**config.mk**
```make
export PLATFORM = sky130hd
export DESIGN_NAME = sq_burst_flusher
export DESIGN_NICKNAME = d
export VERILOG_FILES = /design/src/rtl/sqf_pkg.sv /design/src/rtl/sqf_store.sv /design/src/rtl/sqf_target.sv /design/src/rtl/sqf_sequencer.sv /design/src/rtl/sq_burst_flusher.sv
export SDC_FILE = /design/constraint.sdc
export NUM_CORES = 1
export LEC_CHECK = 0
export ABC_CLOCK_PERIOD_IN_PS = 2900
export BUFFER_PORTS_ARGS = -buffer_cell sky130_fd_sc_hd__buf_2
export CORE_MARGIN = 2
export CORE_UTILIZATION = 55
export DETAILED_ROUTE_END_ITERATION = 7
export GPL_TIMING_DRIVEN = 0
export MAX_ROUTING_LAYER = met4
export PLACE_DENSITY = 0.78
export SLEW_MARGIN = 10
export SYNTH_ARGS = -nofsm -noshare
export SYNTH_HDL_FRONTEND = slang
export SYNTH_SLANG_ARGS = --single-unit
```
**constraint.sdc**
```tcl
create_clock -name clk -period 2.9 [get_ports clk]
set_input_delay 0.58 -clock clk [delete_from_list [all_inputs] [get_ports clk]]
set_output_delay 0.58 -clock clk [all_outputs]
set_load 0.005 [all_outputs]
```
**src/rtl/sqf_pkg.sv**
```systemverilog
package sqf_pkg;
  localparam int DATA_W  = 32;
  localparam int QWORDS  = 8;
  localparam int NQUEUES = 2;
  localparam int AREA_W  = 8;
  localparam int LINE_W  = 24;
  localparam int ENTRIES = NQUEUES * QWORDS;
  localparam int IDX_W   = $clog2(ENTRIES);
  localparam int BEAT_W  = $clog2(QWORDS);
  localparam int QSEL_W  = $clog2(NQUEUES);
  localparam int UNXL_W  = 21;
  typedef logic [DATA_W-1:0] word_t;
endpackage

```
**src/rtl/sqf_store.sv**
```systemverilog
module sqf_store
  import sqf_pkg::*;
(
  input  logic             clk,
  input  logic             rst_n,
  input  logic             we,
  input  logic [IDX_W-1:0] w_idx,
  input  word_t            w_data,
  input  logic [IDX_W-1:0] cpu_idx,
  output word_t            cpu_data,
  input  logic             burst_act,
  input  logic [IDX_W-1:0] bst_idx,
  output word_t            bst_data
);
  word_t mem [ENTRIES];

  always_ff @(posedge clk or negedge rst_n) begin
    if (!rst_n) begin
      for (int i = 0; i < ENTRIES; i++) mem[i] <= '0;
    end else if (we) begin
      mem[w_idx] <= w_data;
    end
  end

  assign cpu_data = mem[cpu_idx];
  assign bst_data = mem[bst_idx];

  // storage never written while a burst reads it
  p_no_write_in_burst_r7: assert property (@(posedge clk) disable iff (!rst_n)
    burst_act |-> !we);
endmodule

```
**src/rtl/sqf_target.sv**
```systemverilog
module sqf_target
  import sqf_pkg::*;
(
  input  logic [LINE_W-1:0] line,
  input  logic              xlat,
  input  logic [AREA_W-1:0] area,
  output logic [31:0]       target
);
  localparam int HI_PAD = 32 - LINE_W - 5;
  localparam int UN_PAD = 32 - UNXL_W - 5;

  always_comb begin
    if (xlat) target = {{HI_PAD{1'b0}}, line, 5'b0};
    else      target = {area, {(32-AREA_W){1'b0}}} |
                       {{UN_PAD{1'b0}}, line[UNXL_W-1:0], 5'b0};
  end
endmodule

```
**src/rtl/sqf_sequencer.sv**
```systemverilog
module sqf_sequencer
  import sqf_pkg::*;
(
  input  logic             clk,
  input  logic             rst_n,
  input  logic             req,
  input  logic [QSEL_W-1:0] req_q,
  input  logic [31:0]      req_target,
  output logic             busy,
  output logic [IDX_W-1:0] rd_idx,
  output logic             bst_valid,
  input  logic             bst_ready,
  output logic [31:0]      bst_addr,
  output logic             bst_last
);
  logic [BEAT_W-1:0] beat;
  logic [QSEL_W-1:0] qsel;
  logic [31:0]       tgt;
  logic              accept;
  logic              final_beat;

  assign accept     = req && !busy;
  assign final_beat = (beat == BEAT_W'(QWORDS-1));

  always_ff @(posedge clk or negedge rst_n) begin
    if (!rst_n) begin
      busy <= 1'b0;
      beat <= '0;
      qsel <= '0;
      tgt  <= '0;
    end else if (accept) begin
      busy <= 1'b1;
      beat <= '0;
      qsel <= req_q;
      tgt  <= req_target;
    end else if (busy && bst_ready) begin
      if (final_beat) busy <= 1'b0;
      else            beat <= beat + 1'b1;
    end
  end

  assign rd_idx    = {qsel, beat};
  assign bst_valid = busy;
  assign bst_addr  = tgt;
  assign bst_last  = busy && final_beat;

  // a stalled beat holds
  p_hold_beat_r9: assert property (@(posedge clk) disable iff (!rst_n)
    (bst_valid && !bst_ready) |=> (bst_valid && $stable(bst_addr) && $stable(rd_idx) && $stable(bst_last)));
  // the burst ends right after its last beat
  p_end_after_last_r5: assert property (@(posedge clk) disable iff (!rst_n)
    (bst_last && bst_ready) |=> !bst_valid);
  // a burst starts only from a request
  p_start_on_req_r6: assert property (@(posedge clk) disable iff (!rst_n)
    $rose(busy) |-> $past(req));
endmodule

```
**src/rtl/sq_burst_flusher.sv**
```systemverilog
module sq_burst_flusher
  import sqf_pkg::*;
(
  input  logic                clk,
  input  logic                rst_n,
  input  logic                wr_valid,
  output logic                wr_ready,
  input  logic [IDX_W-1:0]    wr_word,
  input  logic [DATA_W-1:0]   wr_data,
  input  logic [IDX_W-1:0]    rd_word,
  output logic [DATA_W-1:0]   rd_data,
  input  logic                cfg_we,
  input  logic                cfg_sel,
  input  logic [AREA_W-1:0]   cfg_wdata,
  input  logic                flush_valid,
  input  logic [LINE_W-1:0]   flush_line,
  input  logic                flush_xlat,
  output logic                flush_busy,
  output logic                bst_valid,
  input  logic                bst_ready,
  output logic [31:0]         bst_addr,
  output logic [DATA_W-1:0]   bst_data,
  output logic                bst_last
);
  logic [AREA_W-1:0] area_q [NQUEUES];
  logic [IDX_W-1:0]  seq_idx;
  logic [31:0]       target;
  logic [QSEL_W-1:0] req_q;
  logic              wr_en;

  assign req_q    = flush_line[QSEL_W-1:0];
  assign wr_ready = !flush_busy && !flush_valid;
  assign wr_en    = wr_valid && wr_ready;

  always_ff @(posedge clk or negedge rst_n) begin
    if (!rst_n) begin
      for (int i = 0; i < NQUEUES; i++) area_q[i] <= '0;
    end else if (cfg_we) begin
      area_q[cfg_sel] <= cfg_wdata;
    end
  end

  sqf_store u_store (
    .clk(clk), .rst_n(rst_n), .we(wr_en), .w_idx(wr_word), .w_data(wr_data),
    .cpu_idx(rd_word), .cpu_data(rd_data),
    .burst_act(flush_busy), .bst_idx(seq_idx), .bst_data(bst_data)
  );

  sqf_target u_target (
    .line(flush_line), .xlat(flush_xlat), .area(area_q[req_q]), .target(target)
  );

  sqf_sequencer u_seq (
    .clk(clk), .rst_n(rst_n), .req(flush_valid), .req_q(req_q),
    .req_target(target), .busy(flush_busy), .rd_idx(seq_idx),
    .bst_valid(bst_valid), .bst_ready(bst_ready), .bst_addr(bst_addr),
    .bst_last(bst_last)
  );

  // every beat targets a 32-byte-aligned address
  p_aligned_r5: assert property (@(posedge clk) disable iff (!rst_n)
    bst_valid |-> (bst_addr[4:0] == 5'd0));
endmodule

```
==> run metrics <==
DRT iter0 DRCs 1993; GR peak layer met2; gpl congestion 0.874; CTS buffer count between 50 and 60; clk buf depth 3; Setup crit end kind primary output; Fin. Hold Viols 0; fillcell total 3641; Clock Tree Root clkbuf_16; period utilization 1.10; hold worst-path end u_seq.bst_addr[11]; chip width 232 um; Antenna Nets Post-Route 0; Rel. slew slack 0.292; Pwr Density between 700 and 800 nW/um^2; largest net degree at the start of global routing 118; syn_area_per_cell 15.4 sq um; first-pass GRT wire length between 100 and 150 mm; GRT overflow 0; # IOs 180; CP Class reg -> out; Worst EP required ~2300 ps; row cnt 83; Finished Layout Cells between 2000 and 3000; Yosys top cell by area dfrtp_1; number of synthesized flops with an enable pin 0; Synth cell types 34; count of port buffers added during placement roughly 170; fin nets roughly 2200; Die H between 200 and 250 um; total power around 0.025 W; async set-or-reset flop fraction in the synthesized netlist 1.00; Setup crit start kind register; initial antenna violation count 5; Area contributors post-synth dfrtp_1 (49%), mux2_2 (20%), mux4_2 (20%); reg2reg setup slack around 170 ps; Max FO, Critical Path 5; Seq/Total Area, Yosys 0.489; via count of the first global-routing pass ~20000; global routing usage on met1 0.408; r2r endpoint u_store.mem[131]; clock-pin slew on the worst setup and hold paths approximately 60 ps; drt drc 0; leakage power around 16 nW; hold path cells 3; Register-to-Register Path Depth 5; Synth top area share 0.489; clock skew about 14 ps; endpoints failing setup 32; routed len/inst 28.7 um; GR Util met2 0.482; DIE AREA between 50000 and 60000 sq um; Inst Count DP around 2700; max-cap viol count 0; Hold WC Path Type in -> reg; most common flop cell mapped by yosys dfrtp_1; Area Growth Syn to Fin 16.5%; FF+latch count, synth 559; Overall Global Routing Usage 0.317; reg2reg start u_seq.bst_valid; failing checks negative setup slack; dpl ws -612 ps; met3 Use GR 0.0747; status finished, violations left; Synth Cell Area ~29000 sq um; worst path arrival time ~2600 ps; Via Count roughly 19000; DRT Wirelength 81.5 mm; starting density of the core 0.557; fraction of layout cells with a size suffix above 1 0.573; Slew Viols, Final 0; final worst setup slack -276 ps; Worst-Margin Slew roughly 1100 ps; TritonRoute pass-1 iters 7; hold wc startpoint flush_line[6]; yosys synthesis warning count 0; max frequency around 310 MHz; clk_lat worst skew 630 ps; Cells after Synth approximately 1900; hpwl dp ~52 mm; RSZ-0062 raised after global routing true; H-tree depth 2; CTS tree built; worst vdd ir around 0.58 mV; Final min period ~3200 ps; DR vias/cell about 6.7; # clock sinks around 560; Core ar. 51300 sq um
## worst max-delay path by stage
stage	slack, ps	start	depth (start not counted)	end
final	-280	u_seq.beat[0]	7	bst_data[3]
after global placement	-9790	rst_n	1	u_store.mem[465]
after CTS	-250	u_seq.beat[0]	7	bst_data[7]
after global routing	-350	u_seq.bst_addr[5]	6	bst_data[11]
after floorplan	420	rd_word[0]	5	rd_data[11]
after detailed placement	-610	rd_word[1]	6	rd_data[18]
## critical path: stages (launching register included)
cell       delay [ps]
dfrtp_2           490
buf_6             160
buf_6             200
clkbuf_16         190
mux4_2            510
a22oi_2           190
nand2_1            90
buf_2             130
## where the power goes
| part | switching, W | internal (W) |
|---|---|---|
| clock network | 0.00319 | 0.00446 |
| registers | 0.000804 | 0.00889 |
| logic | 0.00367 | 0.00371 |
| total | 0.00767 | 0.0171 |
## registers in the layout, indices dropped and copies added, names as in the netlist
register,count
u_seq.bst_valid,1
u_seq.beat,3
u_store.mem,512
area_q,16
u_seq.bst_addr,27
## logic make-up after synthesis
| kind of cell | synth area share |
|---|---|
| AOI/OAI and AO/OA | 0.0367 |
| xor gates and xnor gates | 0.000306 |
| adders and majority gates | 0.000875 |
| buffers and inverters | 0.0297 |
| DFF | 0.489 |
| muxes | 0.415 |
| other | 0.000131 |
| and+or+nand+nor | 0.0283 |
## per-layer routing
layer | vias to the layer above | routed length, um
li1 | 7678 | -
met1 | 10100 | 31500
met2 | 942 | 38800
met3 | 271 | 7300
met4 | 0 | 3940
met5 | - | 0
## timing repair
action / in CTS / in global routing
setup endpoints to repair: 64 / 51
hold endpoints to repair: 7 / 0
gates resized for setup: 168 / 30
buffers inserted: 6 / 0
hold buffers: 1 / 0
cloned: 4 / 6
pin swaps: 18 / 10
## cells in the mapped netlist, types with 4 or more instances
cell type / count
dfrtp_1: 559
mux2_2: 520
mux4_2: 256
nand2_1: 131
a22oi_1: 128
clkbuf_1: 100
buf_2: 67
mux2_1: 15
buf_4: 10
nor2b_1: 9
buf_1: 7
mux2i_1: 6
nand3_1: 6
o21ai_0: 5
nor2_1: 4
## cells in the final DEF, fill, tap and decap left out, types with 19 or more instances in the layout
cell and n:
a22oi_2 38, clkbuf_1 72, nand2_1 127, buf_4 19, dfrtp_1 557, mux2_2 520, buf_2 214, clkbuf_16 68
a22oi_1 90, mux4_2 256, clkbuf_2 24
## stage by stage
stage / setup TNS, ps / hold slack, ps / cell area (sq um) / util
global placement: -5453160 / 455 / 30300 / 0.590
finish: -7250 / 142 / 33300 / 0.649
detailed placement: -25950 / 402 / 30400 / 0.593
global route: -9160 / 155 / 33300 / 0.649
CTS: -6690 / 128 / 33100 / 0.645
floorplan: 0 / 284 / 28600 / -
## final cells by class
cell class	count	area, sq um	area share
flip-flops and latches	559	14000	0.420
multi-input cells	1117	14000	0.419
clock buffers	91	1780	0.0534
repair buffers	188	1300	0.0389
plain buffers	186	1230	0.0371
well taps	680	851	0.0256
clock inverters	15	164	0.00492
diodes	5	12.5	0.000376
inverters	1	3.75	0.000113
(Power assumes the default switching activity.)
